**src/rtl/mwr_pkg.sv**
```systemverilog
package mwr_pkg;

   typedef enum logic {
      KIND_XG = 1'b0,
      KIND_GE = 1'b1
   } mac_kind_e;

   typedef enum logic {
      PATH_TX = 1'b0,
      PATH_RX = 1'b1
   } path_dir_e;

   typedef enum logic [3:0] {
      ST_IDLE,
      ST_CFG_RD,
      ST_CFG_WR,
      ST_DRAIN,
      ST_IDLE_RD,
      ST_IDLE_GAP,
      ST_RST_RD,
      ST_RST_WR,
      ST_RST_GAP,
      ST_RST_CHK,
      ST_RESTORE,
      ST_FIN
   } seq_state_e;

   // register offsets, 10G-style layout
   localparam logic [15:0] XG_CFG_OFS    = 16'h0060;
   localparam logic [15:0] XG_SM_OFS     = 16'h01A8;
   localparam logic [15:0] XG_RST_TX_OFS = 16'h0000;
   localparam logic [15:0] XG_RST_RX_OFS = 16'h0008;
   // register offsets, 1G-style layout
   localparam logic [15:0] GE_CFG_TX_OFS = 16'hC060;
   localparam logic [15:0] GE_CFG_RX_OFS = 16'hC068;
   localparam logic [15:0] GE_SM_OFS     = 16'hC3A0;
   localparam logic [15:0] GE_RST_TX_OFS = 16'hC000;
   localparam logic [15:0] GE_RST_RX_OFS = 16'hC008;

   // enable bit positions
   localparam int XG_TX_EN_BIT = 0;
   localparam int XG_RX_EN_BIT = 8;
   localparam int GE_EN_BIT    = 0;

   // idle field bounds inside the state register
   localparam int XG_TX_FLD_LO = 0;
   localparam int XG_TX_FLD_HI = 2;
   localparam int XG_RX_FLD_LO = 7;
   localparam int XG_RX_FLD_HI = 7;
   localparam int GE_TX_FLD_LO = 16;
   localparam int GE_TX_FLD_HI = 19;
   localparam int GE_RX_FLD_LO = 23;
   localparam int GE_RX_FLD_HI = 26;

   // self-clearing reset bits
   localparam int XG_RST_BITS = 3;
   localparam int GE_RST_BITS = 1;

endpackage

```
**src/rtl/mwr_profile.sv**
```systemverilog
module mwr_profile
   import mwr_pkg::*;
#(
   parameter int ADDR_W   = 16,
   parameter int DATA_W   = 32,
   parameter int TMR_W    = 15,
   parameter int LIM_W    = 7,
   parameter int DRAIN_XG = 3000,
   parameter int DRAIN_GE = 30000,
   parameter int POLL_XG  = 100,
   parameter int POLL_GE  = 1000,
   parameter int RST_POLL = 100,
   parameter int LIMIT_TX = 100,
   parameter int LIMIT_RX = 10
) (
   input  logic              kind_i,
   input  logic              dir_i,
   input  logic [ADDR_W-1:0] base_i,
   output logic [ADDR_W-1:0] cfg_addr_o,
   output logic [ADDR_W-1:0] sm_addr_o,
   output logic [ADDR_W-1:0] rst_addr_o,
   output logic [DATA_W-1:0] en_mask_o,
   output logic [DATA_W-1:0] idle_mask_o,
   output logic [DATA_W-1:0] rst_mask_o,
   output logic [TMR_W-1:0]  drain_rld_o,
   output logic [TMR_W-1:0]  poll_rld_o,
   output logic [TMR_W-1:0]  rst_rld_o,
   output logic [LIM_W-1:0]  limit_o
);

   localparam int IDX_W = $clog2(DATA_W) + 1;

   logic [15:0]      cfg_ofs, sm_ofs, rst_ofs;
   logic [IDX_W-1:0] fld_lo, fld_hi, en_pos;

   always_comb begin
      cfg_ofs = XG_CFG_OFS;
      sm_ofs  = XG_SM_OFS;
      rst_ofs = XG_RST_TX_OFS;
      fld_lo  = IDX_W'(XG_TX_FLD_LO);
      fld_hi  = IDX_W'(XG_TX_FLD_HI);
      en_pos  = IDX_W'(XG_TX_EN_BIT);
      unique case ({kind_i, dir_i})
         {KIND_XG, PATH_TX}: begin
            cfg_ofs = XG_CFG_OFS;
            sm_ofs  = XG_SM_OFS;
            rst_ofs = XG_RST_TX_OFS;
            fld_lo  = IDX_W'(XG_TX_FLD_LO);
            fld_hi  = IDX_W'(XG_TX_FLD_HI);
            en_pos  = IDX_W'(XG_TX_EN_BIT);
         end
         {KIND_XG, PATH_RX}: begin
            cfg_ofs = XG_CFG_OFS;
            sm_ofs  = XG_SM_OFS;
            rst_ofs = XG_RST_RX_OFS;
            fld_lo  = IDX_W'(XG_RX_FLD_LO);
            fld_hi  = IDX_W'(XG_RX_FLD_HI);
            en_pos  = IDX_W'(XG_RX_EN_BIT);
         end
         {KIND_GE, PATH_TX}: begin
            cfg_ofs = GE_CFG_TX_OFS;
            sm_ofs  = GE_SM_OFS;
            rst_ofs = GE_RST_TX_OFS;
            fld_lo  = IDX_W'(GE_TX_FLD_LO);
            fld_hi  = IDX_W'(GE_TX_FLD_HI);
            en_pos  = IDX_W'(GE_EN_BIT);
         end
         default: begin
            cfg_ofs = GE_CFG_RX_OFS;
            sm_ofs  = GE_SM_OFS;
            rst_ofs = GE_RST_RX_OFS;
            fld_lo  = IDX_W'(GE_RX_FLD_LO);
            fld_hi  = IDX_W'(GE_RX_FLD_HI);
            en_pos  = IDX_W'(GE_EN_BIT);
         end
      endcase
   end

   assign cfg_addr_o = base_i + ADDR_W'(cfg_ofs);
   assign sm_addr_o  = base_i + ADDR_W'(sm_ofs);
   assign rst_addr_o = base_i + ADDR_W'(rst_ofs);

   // one mask bit per data bit, set where the bit lies in the idle field
   for (genvar b = 0; b < DATA_W; b++) begin : g_fld
      assign idle_mask_o[b] = (IDX_W'(b) >= fld_lo) && (IDX_W'(b) <= fld_hi);
      assign en_mask_o[b]   = (IDX_W'(b) == en_pos);
   end

   assign rst_mask_o  = (kind_i == KIND_GE) ? DATA_W'(GE_RST_BITS) : DATA_W'(XG_RST_BITS);
   assign drain_rld_o = (kind_i == KIND_GE) ? TMR_W'(DRAIN_GE - 1) : TMR_W'(DRAIN_XG - 1);
   assign poll_rld_o  = (kind_i == KIND_GE) ? TMR_W'(POLL_GE - 1) : TMR_W'(POLL_XG - 1);
   assign rst_rld_o   = TMR_W'(RST_POLL - 1);
   assign limit_o     = (dir_i == PATH_RX) ? LIM_W'(LIMIT_RX) : LIM_W'(LIMIT_TX);

endmodule

```
**src/rtl/mwr_timer.sv**
```systemverilog
module mwr_timer #(
   parameter int W = 15
) (
   input  logic         clk_i,
   input  logic         rst_ni,
   input  logic         load_i,
   input  logic [W-1:0] value_i,
   output logic         zero_o
);

   logic [W-1:0] cnt_q;

   always_ff @(posedge clk_i or negedge rst_ni) begin
      if (!rst_ni)           cnt_q <= '0;
      else if (load_i)       cnt_q <= value_i;
      else if (cnt_q != '0)  cnt_q <= cnt_q - W'(1);
   end

   assign zero_o = (cnt_q == '0);

endmodule

```
**src/rtl/mwr_tally.sv**
```systemverilog
module mwr_tally #(
   parameter int W = 7
) (
   input  logic         clk_i,
   input  logic         rst_ni,
   input  logic         clr_i,
   input  logic         inc_i,
   output logic [W-1:0] count_o
);

   logic [W-1:0] cnt_q;

   always_ff @(posedge clk_i or negedge rst_ni) begin
      if (!rst_ni)     cnt_q <= '0;
      else if (clr_i)  cnt_q <= '0;
      else if (inc_i)  cnt_q <= cnt_q + W'(1);
   end

   assign count_o = cnt_q;

endmodule

```
**src/rtl/mac_warm_rst_seq.sv**
```systemverilog
module mac_warm_rst_seq
   import mwr_pkg::*;
#(
   parameter int ADDR_W   = 16,
   parameter int DATA_W   = 32,
   parameter int DRAIN_XG = 3000,
   parameter int DRAIN_GE = 30000,
   parameter int POLL_XG  = 100,
   parameter int POLL_GE  = 1000,
   parameter int RST_POLL = 100,
   parameter int LIMIT_TX = 100,
   parameter int LIMIT_RX = 10
) (
   input  logic              clk_i,
   input  logic              rst_ni,
   input  logic              start_i,
   input  logic              kind_i,
   input  logic              dir_i,
   input  logic [ADDR_W-1:0] port_base_i,
   output logic              bus_req_o,
   output logic              bus_we_o,
   output logic [ADDR_W-1:0] bus_addr_o,
   output logic [DATA_W-1:0] bus_wdata_o,
   input  logic              bus_ready_i,
   input  logic [DATA_W-1:0] bus_rdata_i,
   output logic              busy_o,
   output logic              done_o,
   output logic              err_o
);

   localparam int DRAIN_MAX = (DRAIN_XG > DRAIN_GE) ? DRAIN_XG : DRAIN_GE;
   localparam int POLL_MAX0 = (POLL_XG > POLL_GE) ? POLL_XG : POLL_GE;
   localparam int POLL_MAX  = (POLL_MAX0 > RST_POLL) ? POLL_MAX0 : RST_POLL;
   localparam int WAIT_MAX  = (DRAIN_MAX > POLL_MAX) ? DRAIN_MAX : POLL_MAX;
   localparam int TMR_W     = $clog2(WAIT_MAX + 1);
   localparam int LIM_MAX   = (LIMIT_TX > LIMIT_RX) ? LIMIT_TX : LIMIT_RX;
   localparam int LIM_W     = $clog2(LIM_MAX + 1);

   // elaboration-time parameter checks
   if (DATA_W < 27) begin : g_bad_data_w
      $error("DATA_W must hold the widest idle field (bit 26)");
   end
   if (ADDR_W < 16) begin : g_bad_addr_w
      $error("ADDR_W must hold the 16-bit register offsets");
   end
   if (DRAIN_XG < 1 || DRAIN_GE < 1 || POLL_XG < 1 || POLL_GE < 1 || RST_POLL < 1) begin : g_bad_wait
      $error("every wait interval must be at least one cycle");
   end
   if (LIMIT_TX < 1 || LIMIT_RX < 1) begin : g_bad_limit
      $error("poll limits must be at least one");
   end

   seq_state_e        state_q, state_d;
   logic              kind_q, dir_q;
   logic [ADDR_W-1:0] base_q;
   logic [DATA_W-1:0] cfg_save_q, rst_img_q;
   logic              err_q;

   logic [ADDR_W-1:0] cfg_addr, sm_addr, rst_addr;
   logic [DATA_W-1:0] en_mask, idle_mask, rst_mask;
   logic [TMR_W-1:0]  drain_rld, poll_rld, rst_rld;
   logic [LIM_W-1:0]  limit, tally;

   logic              tmr_load, tmr_zero;
   logic [TMR_W-1:0]  tmr_val;
   logic              tally_clr, tally_inc, set_err;
   logic              accept, hs;

   mwr_profile #(
      .ADDR_W  (ADDR_W),
      .DATA_W  (DATA_W),
      .TMR_W   (TMR_W),
      .LIM_W   (LIM_W),
      .DRAIN_XG(DRAIN_XG),
      .DRAIN_GE(DRAIN_GE),
      .POLL_XG (POLL_XG),
      .POLL_GE (POLL_GE),
      .RST_POLL(RST_POLL),
      .LIMIT_TX(LIMIT_TX),
      .LIMIT_RX(LIMIT_RX)
   ) u_profile (
      .kind_i     (kind_q),
      .dir_i      (dir_q),
      .base_i     (base_q),
      .cfg_addr_o (cfg_addr),
      .sm_addr_o  (sm_addr),
      .rst_addr_o (rst_addr),
      .en_mask_o  (en_mask),
      .idle_mask_o(idle_mask),
      .rst_mask_o (rst_mask),
      .drain_rld_o(drain_rld),
      .poll_rld_o (poll_rld),
      .rst_rld_o  (rst_rld),
      .limit_o    (limit)
   );

   mwr_timer #(.W(TMR_W)) u_timer (
      .clk_i  (clk_i),
      .rst_ni (rst_ni),
      .load_i (tmr_load),
      .value_i(tmr_val),
      .zero_o (tmr_zero)
   );

   mwr_tally #(.W(LIM_W)) u_tally (
      .clk_i  (clk_i),
      .rst_ni (rst_ni),
      .clr_i  (tally_clr),
      .inc_i  (tally_inc),
      .count_o(tally)
   );

   assign busy_o = (state_q != ST_IDLE) && (state_q != ST_FIN);
   assign done_o = (state_q == ST_FIN);
   assign err_o  = err_q;
   assign accept = start_i && !busy_o;
   assign hs     = bus_req_o && bus_ready_i;

   // bus drive, decoded from the current step
   always_comb begin
      bus_req_o   = 1'b0;
      bus_we_o    = 1'b0;
      bus_addr_o  = '0;
      bus_wdata_o = '0;
      unique case (state_q)
         ST_CFG_RD: begin
            bus_req_o  = 1'b1;
            bus_addr_o = cfg_addr;
         end
         ST_CFG_WR: begin
            bus_req_o   = 1'b1;
            bus_we_o    = 1'b1;
            bus_addr_o  = cfg_addr;
            bus_wdata_o = cfg_save_q & ~en_mask;
         end
         ST_IDLE_RD: begin
            bus_req_o  = 1'b1;
            bus_addr_o = sm_addr;
         end
         ST_RST_RD, ST_RST_CHK: begin
            bus_req_o  = 1'b1;
            bus_addr_o = rst_addr;
         end
         ST_RST_WR: begin
            bus_req_o   = 1'b1;
            bus_we_o    = 1'b1;
            bus_addr_o  = rst_addr;
            bus_wdata_o = rst_img_q | rst_mask;
         end
         ST_RESTORE: begin
            bus_req_o   = 1'b1;
            bus_we_o    = 1'b1;
            bus_addr_o  = cfg_addr;
            bus_wdata_o = cfg_save_q;
         end
         default: ;
      endcase
   end

   // step sequencing
   always_comb begin
      state_d   = state_q;
      tmr_load  = 1'b0;
      tmr_val   = '0;
      tally_clr = 1'b0;
      tally_inc = 1'b0;
      set_err   = 1'b0;
      unique case (state_q)
         ST_IDLE, ST_FIN: state_d = start_i ? ST_CFG_RD : ST_IDLE;
         ST_CFG_RD: if (hs) state_d = ST_CFG_WR;
         ST_CFG_WR: if (hs) begin
            state_d   = ST_DRAIN;
            tmr_load  = 1'b1;
            tmr_val   = drain_rld;
            tally_clr = 1'b1;
         end
         ST_DRAIN, ST_IDLE_GAP: if (tmr_zero) state_d = ST_IDLE_RD;
         ST_IDLE_RD: if (hs) begin
            if ((bus_rdata_i & idle_mask) == '0) begin
               state_d = ST_RST_RD;
            end else if (tally == limit) begin
               state_d = ST_FIN;
               set_err = 1'b1;
            end else begin
               state_d   = ST_IDLE_GAP;
               tally_inc = 1'b1;
               tmr_load  = 1'b1;
               tmr_val   = poll_rld;
            end
         end
         ST_RST_RD: if (hs) state_d = ST_RST_WR;
         ST_RST_WR: if (hs) begin
            state_d   = ST_RST_GAP;
            tmr_load  = 1'b1;
            tmr_val   = rst_rld;
            tally_clr = 1'b1;
         end
         ST_RST_GAP: if (tmr_zero) state_d = ST_RST_CHK;
         ST_RST_CHK: if (hs) begin
            if ((bus_rdata_i & rst_mask) == '0) begin
               state_d = ST_RESTORE;
            end else if (tally == limit) begin
               state_d = ST_FIN;
               set_err = 1'b1;
            end else begin
               state_d   = ST_RST_GAP;
               tally_inc = 1'b1;
               tmr_load  = 1'b1;
               tmr_val   = rst_rld;
            end
         end
         ST_RESTORE: if (hs) state_d = ST_FIN;
         default: state_d = ST_IDLE;
      endcase
   end

   always_ff @(posedge clk_i or negedge rst_ni) begin
      if (!rst_ni) begin
         state_q    <= ST_IDLE;
         kind_q     <= 1'b0;
         dir_q      <= 1'b0;
         base_q     <= '0;
         cfg_save_q <= '0;
         rst_img_q  <= '0;
         err_q      <= 1'b0;
      end else begin
         state_q <= state_d;
         if (accept) begin
            kind_q <= kind_i;
            dir_q  <= dir_i;
            base_q <= port_base_i;
            err_q  <= 1'b0;
         end else if (set_err) begin
            err_q <= 1'b1;
         end
         if (state_q == ST_CFG_RD && hs) cfg_save_q <= bus_rdata_i;
         if (state_q == ST_RST_RD && hs) rst_img_q  <= bus_rdata_i;
      end
   end

endmodule

```
**config.mk**
```make
export PLATFORM = sky130hd
export DESIGN_NAME = mac_warm_rst_seq
export DESIGN_NICKNAME = d
export VERILOG_FILES = /design/src/rtl/mwr_pkg.sv /design/src/rtl/mwr_profile.sv /design/src/rtl/mwr_timer.sv /design/src/rtl/mwr_tally.sv /design/src/rtl/mac_warm_rst_seq.sv
export SDC_FILE = /design/constraint.sdc
export NUM_CORES = 1
export LEC_CHECK = 0
export BUFFER_PORTS_ARGS = -buffer_cell sky130_fd_sc_hd__buf_4
export CAP_MARGIN = 40
export CORE_ASPECT_RATIO = 0.5
export CORE_UTILIZATION = 35
export DETAILED_ROUTE_END_ITERATION = 8
export GPL_TIMING_DRIVEN = 0
export HOLD_SLACK_MARGIN = 0.02
export PLACE_DENSITY = 0.58
export RECOVER_POWER = 50
export SYNTH_ARGS = -nofsm -noshare
export SYNTH_HDL_FRONTEND = slang
export SYNTH_HIERARCHICAL = 1
export SYNTH_SLANG_ARGS = --single-unit
```
**constraint.sdc**
```tcl
create_clock -name clk_i -period 7.05 [get_ports clk_i]
set_input_delay 1.0575 -clock clk_i [delete_from_list [all_inputs] [get_ports clk_i]]
set_output_delay 1.0575 -clock clk_i [all_outputs]
set_load 0.05 [all_outputs]
```
# Word-level counts from Yosys, hierarchy flattened
# Index checks and enable logic that the tools add are counted.
[totals]
reg_bits = 109
wordCells = 255
input_bits = 54
output_inout_bits = 53
[op_classes]
n_bitwise = 5
addsub = 5
n_eq_ne = 55
n_reduce_logical = 58
order_cmp = 64
mux = 59
[ops]
columns = ["cell", "count"]
rows = [
  ["15-bit two-way mux", 7],
  ["32-bit bitwise AND", 3],
  ["16-bit case mux with 3 select lines", 2],
  ["32-bit case mux with 3 select lines", 1],
  ["5-bit by 4-bit equality test with 1-bit output, first input constant", 16],
  ["5-bit >= comparator, first input constant", 16],
  ["5-bit less-or-equal comparator, first input constant", 16],
  ["32-bit zero test", 2],
  ["15-bit case mux with 4 select lines", 1],
  ["7-bit two-way mux", 7],
  ["16-bit adder", 3],
  ["4-bit two-way mux", 12],
  ["4-bit by 5-bit >= comparator with 1-bit output, first input constant", 8],
  ["4-bit by 5-bit less-or-equal comparator with 1-bit output, first input constant", 8],
  ["4-bit case mux with 10 select lines", 1],
  ["1-bit logical AND", 37],
  ["4-bit equality test, first input constant", 8],
  ["32-bit NOT", 1],
  ["32-bit OR", 1],
  ["16-bit case mux with 2 select lines", 1],
  ["5-bit case mux with 3 select lines", 2],
  ["3-bit by 5-bit >= comparator with 1-bit output, first input constant", 4],
  ["3-bit by 5-bit less-or-equal comparator with 1-bit output, first input constant", 4],
  ["2-bit inequality test, second input constant", 9],
  ["other kinds (35)", 76],
]

# Longest topological paths before layout
# Gate-level depths: netlist of run 1.
[depth]
word_depth = 11
depth_mapped = 15
depth_no_buf = 13

# Modules after synthesis
# The synthesis of run 1 kept the hierarchy.
[by_module_without_submodules]
columns = ["module", "seq_area_each_um2", "cells_per_inst", "area_per_inst_um2", "n_inst"]
rows = [
  ["mac_warm_rst_seq", 2177.1, 525, 5245.0, 1],
  ["mwr_profile", 0.0, 304, 2224.6, 1],
  ["mwr_timer", 375.4, 90, 877.1, 1],
  ["mwr_tally", 175.2, 29, 307.8, 1],
]

# Worst setup path after synthesis of run 1
# No wires, ideal clock.
[synth_path]
path_type = "register to output"
from = "register kind_q"
to = "output bus_addr_o[15]"
required_time_ps = 5992
slack_ps = 2702
arrival_ps = 3291
n_path_buf = 1
stages_incl_launch_ff = 14
cell_sequence = "dfrtp_1 -> inv_1 -> ha_1 -> buf_6 -> nor2_1 -> inv_1 -> ha_1 -> ha_1 -> o21ai_1 -> a2111oi_2 -> o31a_1 -> o311a_1 -> a222oi_1 -> inv_1"
[synth_between]
elab_chain_cells = 5
elab_cells_between_ends = 11
cone_classes = "add/sub: 3; eq/ne: 2; mux: 4; reduce/logical: 2"
[synth_rtl]
columns = ["element", "line", "rtl"]
rows = [
  ["start, declared", "mac_warm_rst_seq.sv:54", "logic kind_q, dir_q;"],
  ["start signal, assigned", "mac_warm_rst_seq.sv:229", "kind_q <= kind_i;"],
  ["2-bit by 1-bit equality test with 1-bit output / 2-bit zero test (equally long branches)", "mwr_profile.sv:43", "unique case ({kind_i, dir_i})"],
  ["2-bit OR reduction (no line) *", "n/a", ""],
  ["16-bit two-way mux *", "mwr_profile.sv:43", ""],
  ["16-bit adder *", "mwr_profile.sv:80", "assign sm_addr_o = base_i + ADDR_W'(sm_ofs);"],
  ["via sm_addr[15]", "mac_warm_rst_seq.sv:59", "logic [ADDR_W-1:0] cfg_addr, sm_addr, rst_addr;"],
  ["16-bit case mux with 3 select lines *", "mac_warm_rst_seq.sv:125", "unique case (state_q)"],
  ["end, declared", "mac_warm_rst_seq.sv:22", "output logic [ADDR_W-1:0] bus_addr_o,"],
]
# The timed path passes the listed nets; every way through them passes the cells marked *.

# Final worst setup path of run 1
# Same ends and word-level chain as after synthesis.

==> results of run 1 <==
registers in the layout (all words and copies together), names as in the netlist:
| name | count |
|---|---|
| base_q | 16 |
| cfg_save_q | 32 |
| dir_q | 1 |
| err_o | 1 |
| kind_q | 1 |
| rst_img_q | 32 |
| state_q | 4 |
| u_tally/count_o | 7 |
| u_timer/cnt_q | 15 |
layout make-up:
type	instances	area, um2	share of cell area, %
Multi-Input combinational cell	693	4741	44.87
Sequential cell	109	2728	25.81
Buffer	195	1361	12.88
Timing Repair Buffer	106	812.0	7.685
Tap cell	336	420.4	3.979
Clock buffer	11	242.7	2.297
Inverter	59	221.5	2.096
Clock inverter	5	40.04	0.3789
worst max-delay path: cells and delay by family, from the launching register on:
kind                     cells  cell delay, ns
AND/OR/NAND/NOR              1            0.26
AO/OA/AOI/OAI                5            1.45
buffers and inverters        5            1.09
adder cells (fa/ha/maj)      3            0.88
flip-flops                   1            0.75
synthesized netlist by cell type (all sizes together) (4+ instances only):
master,count
o41ai,5
o211ai,4
mux2,83
nor2b,6
nand2,30
dfrtp,109
xnor2,26
nand4,11
ha,18
and3,11
nor4,5
clkbuf,19
o22ai,32
o21ai,46
nand2b,8
nor3,11
xor2,22
a221oi,7
a21oi,19
o31ai,5
or2,8
a221o,15
nand3,12
buf,176
a31oi,6
or4,5
nor2,70
or3,8
a22oi,26
a222oi,16
a21o,5
a22o,7
and2,21
inv,58
layer usage:
| metal | vias to the layer above | GRT usage [%] | wire length, um |
|---|---|---|---|
| met5 | - | 0 | 0 |
| met1 | 3545 | 26.86 | 11580 |
| met2 | 157 | 31.35 | 11250 |
| met3 | 18 | 3.142 | 932 |
| li1 | 3594 | - | - |
| met4 | 0 | 4.444 | 284 |
where the power goes:
part	leakage, nW	internal (mW)	switching, mW	total, mW
sequential	1.33	0.920	0.226	1.15
combinational	3.53	1.24	1.83	3.07
clock	0.141	0.255	0.261	0.516
cells by family (layout without fill, tap and decap cells):
group / Yosys count / count (layout) / synth area share, %
muxes: 86 / 86 / 11.15
AOI/OAI and AO/OA: 213 / 213 / 17.97
buffers and inverters: 254 / 376 / 18.39
and+or+nand+nor: 218 / 218 / 13.43
other: 2 / 110 / 0.08678
DFF: 109 / 109 / 31.52
xor gates and xnor gates: 48 / 48 / 4.858
adders and majority gates: 18 / 18 / 2.602
through the flow:
| stage | total power [mW] | worst slack, ns |
|---|---|---|
| floorplan | 3.403 | 2.702 |
| global placement | 4.140 | 1.685 |
| detailed placement | 4.216 | 1.572 |
| CTS | 4.742 | 1.161 |
| global route | 5.052 | 0.7855 |
| finish | 4.731 | 1.180 |
final timing paths:
path                       cells after the start  slack, ns          endpoint
hold reg to reg                                1       0.49     cfg_save_q[2]
setup / recovery                              14       1.18    bus_addr_o[15]
max in group asynchronous                      2       4.64        state_q[3]
min in group asynchronous                      1       1.19        base_q[10]
setup reg to reg                              13       2.86  u_timer/cnt_q[4]
hold / removal                                 1       0.49     cfg_save_q[2]
==> results_dict.tcl, run 1 <==
set metrics [dict create \
    hp-start "cfg_save_q[2]" \
    path_class "reg2out" \
    tns_ns 0 \
    wirelength_um 24050 \
    final_util_pct 43.80 \
    async_reset_ff_share_pct 100.0 \
    yosysWarnings 6 \
    num-nets-final 1245 \
    grt.overflow.total 0 \
    critPathArrivalTime_ns 4.81 \
    final_common_cell "buf_4" \
    grt_util_all_layers_pct 19.30 \
    yosysTopAreaCell "dfrtp_1" \
    vias_per_cell 4.831 \
    cts_tree "built" \
    postCtsHoldBufs 0 \
    synth_edf_count 0 \
    skew_ns 0.009606 \
    cts_max_level 3 \
    fillers 2424 \
    cts_resized 0 \
    place_inst 1498 \
    critPathLaunch "kind_q" \
    drive_above_1_share_pct 30.56 \
    cp.required_ns 5.99 \
    critical-path-max-stage-delay_ns 0.75 \
    cp-start-kind "flip-flop" \
    fin_area_um2 10570 \
    start_util_pct 35.88 \
    period_minus_slack_ns 5.870 \
    root_buffer "clkbuf_16" \
    p_per_area_nw_per_um2 447.7 \
    final_cell_mix "buf_4, conb_1, dfrtp_1, nor2_1, inv_1" \
    drtIter0Drc 473 \
    port_buffers 105 \
    worstPathCellList "inv_1 > ha_1 > buf_6 > nor2_1 > inv_1 > ha_1 > ha_1 > o21ai_1 > a2111oi_2 > o31a_1 > o311a_1 > a222oi_1 > inv_1 > buf_4" \
    failed_checks "max-capacitance violations, max-slew violations" \
    whs_ns 0.4895 \
    setup_violations 0 \
    slowest_stage "dfrtp_1" \
    avgRoutedWirePerCell_um 15.89 \
    clock_latency_ns 0.37 \
    max_freq_ghz 0.1704 \
    dp_hpwl_um 18180 \
    dr_total_vias 7314 \
    rsz0062_at_grt "false" \
    routabilityCongestion 0.9064 \
    ir_worst_vdd_mv 0.2312 \
    slew_viol_final 30 \
    detail-route-antenna-nets 0 \
    status "complete, but fails checks" \
    syn-cell-area_um2 8655 \
    synth_cell_type_count 80 \
    first_global_vias 7088 \
    die_y_um 113.2 \
    ys_seq_area_share_pct 31.52 \
    dr.pass1.iters 8 \
    netlist_instances 948 \
    timing.final.hold_violations 0 \
    fin_crit_sh_pct 83.27 \
    hold_class "reg2reg" \
    final_cells 1514 \
    syn_avg_cell_area_um2 9.129 \
    clk_path_buf_depth 2 \
    antenna_found_initial 0 \
    cp_max_fo 15 \
    end_kind "output port" \
    grt_max_degree 81 \
    max-slew-margin-rel_pct -24.72 \
    cts_sinks 109 \
    die_area_um2 25400 \
    placed_area_um2 10300 \
    pin_count 107 \
    synth_top_flop_cell "dfrtp_1" \
    rows 40 \
    cts_buffers 9 \
    antenna_cells_inserted 0 \
    regToRegStartpoint "kind_q" \
    die_w_um 224.4 \
    worstMarginPinSlew_ns 1.871 \
    path_clk_slew_ns 0.08 \
    grt_pass1_wl_um 38160 \
    areaGrowthSynthToFinish_pct 22.09 \
    cap_violations 1 \
    fp.coreArea_um2 24120 \
    leakagePower_nw 5.003 \
    synth-seq-cells 109 \
    drc_errors 0 \
    synth_top_area_share_pct 31.52 \
    netlist_top_cells_area "dfrtp_1, buf_4, mux2_2" \
    cts_setup_buffers 0 \
]
Note: power is estimated with default switching activity, not from simulation.
==> inputs of run 2 (changes only) <==
Settings changed: PLACE_DENSITY 0.58 to 0.6.
Clock period 7.05 ns to 4.9 ns, I/O delays scaled along.
==> results_dict.tcl, run 2 (synthesis gave the netlist of run 1 again) <==
set metrics [dict create \
    status "complete, but fails checks" \
    failed_checks "max-capacitance violations, max-slew violations" \
    placed_area_um2 10300 \
    num-nets-final 1246 \
    dr.pass1.iters 5 \
    final_cells 1514 \
    postCtsHoldBufs 0 \
    hp-start "base_q[7]" \
    whs_endpoint "base_q[7]" \
    vias_per_cell 4.886 \
    setup_violations 0 \
    critPathArrivalTime_ns 3.87 \
    clock_latency_ns 0.37 \
    avgRoutedWirePerCell_um 15.88 \
    clk_path_buf_depth 2 \
    drtIter0Drc 575 \
    fillers 2415 \
    grt_pass1_wl_um 38160 \
    reg_top3 "cfg_save_q x32, rst_img_q x32, base_q x16" \
    cts_buffers 9 \
    final_cell_mix "buf_4, conb_1, dfrtp_1, nor2_1, inv_1" \
    final_common_cell "buf_4" \
    rsz0062_at_grt "false" \
    multi_input_area_um2 4758 \
    critical_path_buf_inv_count 5 \
    tns_ns 0 \
    leakagePower_nw 4.986 \
    drive_above_1_share_pct 30.90 \
    fin_area_um2 10550 \
    place_inst 1498 \
    r2r_cells 13 \
    cts_max_level 3 \
    detail-route-antenna-nets 0 \
    pin_count 107 \
    seq_area_um2 2730 \
    r2r_slack_ns 1.31 \
    dp_hpwl_um 18120 \
    antenna_cells_inserted 0 \
    slowest_stage "dfrtp_2" \
    min_path_cells 1 \
    wirelength_um 24050 \
    max_freq_ghz 0.2172 \
    worstPathCellList "inv_1 > ha_1 > buf_6 > nor2_1 > inv_1 > ha_1 > ha_1 > o21ai_4 > a2111oi_2 > o31a_1 > o311a_1 > a222oi_1 > inv_1 > buf_4" \
    timing.final.hold_violations 0 \
    p_per_area_nw_per_um2 643.5 \
    cp.required_ns 4.16 \
    fp.coreArea_um2 24120 \
    die_y_um 113.2 \
    grt_util_all_layers_pct 19.19 \
    worstMarginPinSlew_ns 2.203 \
    start_util_pct 35.88 \
    regToRegStartpoint "kind_q" \
    ir_worst_vdd_mv 0.3165 \
    slew_viol_final 112 \
    drc_errors 0 \
    skew_ns 0.01134 \
    r2r_end "u_timer/cnt_q[4]" \
    critical-path-max-stage-delay_ns 0.48 \
    path_class "reg2out" \
    cp_top_family "compound AO/OA/AOI/OAI gates" \
    end_kind "output port" \
    grt.overflow.total 0 \
    grt_max_degree 84 \
    fin_crit_sh_pct 93.97 \
    cp_max_fo 9 \
    path_clk_slew_ns 0.08 \
    port_buffers 105 \
    cp-start-kind "flip-flop" \
    root_buffer "clkbuf_16" \
    routabilityCongestion 0.9119 \
    rows 40 \
    cts_sinks 109 \
    dr_total_vias 7398 \
    cts_tree "built" \
    die_area_um2 25400 \
    die_w_um 224.4 \
    period_minus_slack_ns 4.604 \
    hold_class "reg2reg" \
    max-slew-margin-rel_pct -46.87 \
    first_global_vias 7087 \
    cap_violations 2 \
    antenna_found_initial 0 \
    areaGrowthSynthToFinish_pct 21.95 \
]
-- run 2: cell types whose count changed in the layout (fill, tap and decap cells not counted), moves of 2 or more --
cell     change
dfrtp_1      -2
buf_2        +2
inv_6        -2
dfrtp_2      +2
-- run 2: stage by stage --
step                      total power, mW  hold WS, ns  setup WS [ns]  util (%)
after global routing                7.226       0.5030        0.06617     43.75
after CTS                           6.800       0.2316        0.09405     43.85
final                               6.792       0.4922         0.2957     43.75
after detailed placement            6.054       0.4769       -0.09650     42.70
after floorplan                     4.897       0.4394         0.8741         -
after global placement              5.943       0.4673       -0.03648     42.57
-- run 2: layer usage --
metal	vias to the layer above	track usage, %	routed length (um)
li1	3601	-	-
met1	3592	26.13	11220
met2	191	32.12	11460
met3	14	3.324	1132
met4	0	3.628	231
met5	-	0	0
-- run 2: worst reg2reg max path, stage by stage (launching register included) --
cell	delay, ns
dfrtp_2	0.39
inv_1	0.19
ha_1	0.42
and2_1	0.27
buf_4	0.14
a22oi_1	0.18
nand4_1	0.15
nor2_2	0.18
nand3_2	0.14
and4b_1	0.22
buf_6	0.14
or3_1	0.38
clkbuf_1	0.28
o41ai_1	0.40
-- run 2: worst max-delay path by stage --
stage                start             end  depth (start not counted)
global route         dir_q  bus_addr_o[15]                         14
global placement    kind_q  bus_addr_o[15]                         14
CTS                  dir_q  bus_addr_o[15]                         14
floorplan           kind_q  bus_addr_o[15]                         13
finish               dir_q  bus_addr_o[15]                         14
detailed placement  kind_q  bus_addr_o[15]                         14
-- run 2: cell type report --
cell class	count	share of cell area, %
clock buffers	11	2.205
multi-input cells	693	45.09
well taps	336	3.983
repair buffers	107	7.516
flip-flops and latches	109	25.87
plain buffers	195	12.92
clock inverters	4	0.3201
inverters	59	2.098
-- run 2: power breakdown --
part	total [mW]	internal, mW	switching [mW]
logic	4.44	1.79	2.65
registers	1.64	1.33	0.313
clock network	0.713	0.349	0.364
total	6.79	3.46	3.33
-- run 2: what timing repair did --
item / CTS / global route
setup buffers: 1 / 0
gates resized for setup: 2 / 3
setup endpoints to repair: 4 / 2
==> inputs of run 3 (changes only) <==
Settings changed: ABC_AREA set to 1, PLACE_DENSITY 0.6 to 0.59.
==> results_dict.tcl, run 3 <==
set metrics [dict create \
    status "complete, but fails checks" \
    failed_checks "max-capacitance violations, max-slew violations" \
    leakagePower_nw 6.313 \
    cts_max_level 3 \
    cts_buffers 9 \
    routabilityCongestion 0.8899 \
    async_reset_ff_share_pct 100.0 \
    synth.top_cells.by_count "nand2_1, buf_4, dfrtp_1" \
    worstMarginPinSlew_ns 2.419 \
    grt_pass1_wl_um 40510 \
    total_power_mw 5.926 \
    synth_cell_type_count 41 \
    cap_violations 2 \
    fp.coreArea_um2 25390 \
    cp.required_ns 4.16 \
    final_common_cell "nand2_1" \
    ir_worst_vdd_mv 0.2195 \
    clk_path_buf_depth 2 \
    slew_viol_final 112 \
    multi_input_area_um2 5057 \
    tns_ns 0 \
    syn-cell-area_um2 9121 \
    first_global_vias 8011 \
    timing.final.hold_violations 0 \
    ys_seq_area_share_pct 29.90 \
    root_buffer "clkbuf_16" \
    cts_sinks 109 \
    critical_path_buf_inv_count 3 \
    rsz0062_at_grt "false" \
    reg_top3 "cfg_save_q x32, rst_img_q x32, base_q x16" \
    cp-start-kind "flip-flop" \
    max-slew-margin-rel_pct -61.28 \
    path_class "reg2out" \
    num-nets-final 1635 \
    max_freq_ghz 0.2202 \
    avgRoutedWirePerCell_um 13.23 \
    slowest_stage "dfrtp_1" \
    synth_edf_count 0 \
    grt_util_all_layers_pct 19.37 \
    cts_setup_buffers 0 \
    netlist_instances 1337 \
    wl_met2_um 11850 \
    cts_resized 0 \
    seq_area_um2 2728 \
    wl_met1_um 12260 \
    areaGrowthSynthToFinish_pct 20.66 \
    cp_top_family "simple AND/OR/NAND/NOR gates" \
    cpMostUsedCell "nand2_1" \
    fin_crit_sh_pct 92.68 \
    die_w_um 230.3 \
    critical-path-max-stage-delay_ns 0.76 \
    antenna_found_initial 1 \
    p_per_area_nw_per_um2 538.5 \
    detail-route-antenna-nets 0 \
    drc_errors 0 \
    pin_count 107 \
    cp_max_fo 15 \
    dr_total_vias 8542 \
    fillers 2680 \
    synth_top_flop_cell "dfrtp_1" \
    wirelength_um 25320 \
    clock_latency_ns 0.38 \
    dr.pass1.iters 7 \
    setup_violations 0 \
    skew_ns 0.01165 \
    yosysTopAreaCell "dfrtp_1" \
    rows 41 \
    syn_avg_cell_area_um2 6.822 \
    highest_layer "met4" \
    die_y_um 116.2 \
    hold_class "reg2reg" \
    die_area_um2 26750 \
    path_clk_slew_ns 0.08 \
    critPathArrivalTime_ns 3.81 \
    final_cell_mix "nand2_1, buf_4, conb_1, dfrtp_1, nand3_1" \
    end_kind "output port" \
    grt_max_degree 69 \
    postCtsHoldBufs 0 \
    yosysWarnings 6 \
    yosysMostFrequentCell "nand2_1" \
    period_minus_slack_ns 4.541 \
    wl_met3_um 908 \
    dp_hpwl_um 19560 \
    synth_top_area_share_pct 29.90 \
    netlist_top_cells_area "dfrtp_1, nand2_1, buf_4" \
    grt.overflow.total 0 \
    drtIter0Drc 471 \
    drive_above_1_share_pct 23.28 \
    vias_per_cell 4.465 \
    synth-seq-cells 109 \
    worstPathCellList "inv_1 > ha_1 > nor2_2 > inv_1 > ha_1 > ha_1 > o21ai_2 > nand3_1 > nand2_1 > nand2_2 > nand2_1 > nand2_1 > nand2_1 > nand2_1 > nand2_1 > nand3_1 > buf_4" \
    start_util_pct 35.92 \
    cts_tree "built" \
    port_buffers 106 \
]
[run 3: path summary, 6_finish.rpt]
kind | from | endpoint | slack (ns) | cells after the start
max in group asynchronous | rst_ni | rst_img_q[17] | 1.02 | 2
min | rst_img_q[11] | rst_img_q[11] | 0.48 | 2
min in group asynchronous | rst_ni | base_q[10] | 1.09 | 1
max reg2reg | state_q[3] | u_timer/cnt_q[0] | 0.97 | 13
min reg2reg | rst_img_q[11] | rst_img_q[11] | 0.48 | 2
max | kind_q | bus_addr_o[15] | 0.36 | 17
[run 3: cell families after synthesis]
group | share of synthesized area, %
AO/OA/AOI/OAI | 9.657
other | 0.08234
AND/OR/NAND/NOR | 35.28
buffers and inverters | 18.78
flip-flops | 29.90
adder cells (fa/ha/maj) | 2.469
XOR/XNOR | 3.827
[run 3: worst min-delay path, stage by stage (launching register included)]
cell     delay (ns)
dfrtp_1        0.34
nand2_1        0.06
o21ai_2        0.05
[run 3: cell type report]
type / count / share of cell area [%]
inverters: 103 / 3.513
diodes: 1 / 0.02274
multi-input cells: 1045 / 45.95
well taps: 344 / 3.911
flip-flops and latches: 109 / 24.78
clock inverters: 5 / 0.4434
plain buffers: 188 / 11.90
clock buffers: 11 / 2.296
repair buffers: 107 / 7.174
[run 3: metal layers]
layer,up-vias,GRT usage (%)
li1,4395,-
met4,0,4.636
met1,3972,25.36
met5,-,0
met2,153,33.33
met3,22,3.638
[run 3: through the flow]
step	worst slack (ns)	hold slack (ns)	instance area, um2	std cells	utilization, %
floorplan	1.445	0.4366	9527	1445	-
global placement	0.8167	0.4576	10750	1895	42.35
detailed placement	0.7736	0.4617	10780	1896	42.47
CTS	0.3279	0.2799	11090	1912	43.66
global route	0.09618	0.4958	11010	1913	43.34
finish	0.3585	0.4790	11010	1913	43.34
[run 3: where the power goes]
part	switching, mW	total [mW]	internal [mW]
combinational	2.32	3.59	1.27
clock	0.394	0.779	0.385
sequential	0.310	1.55	1.24
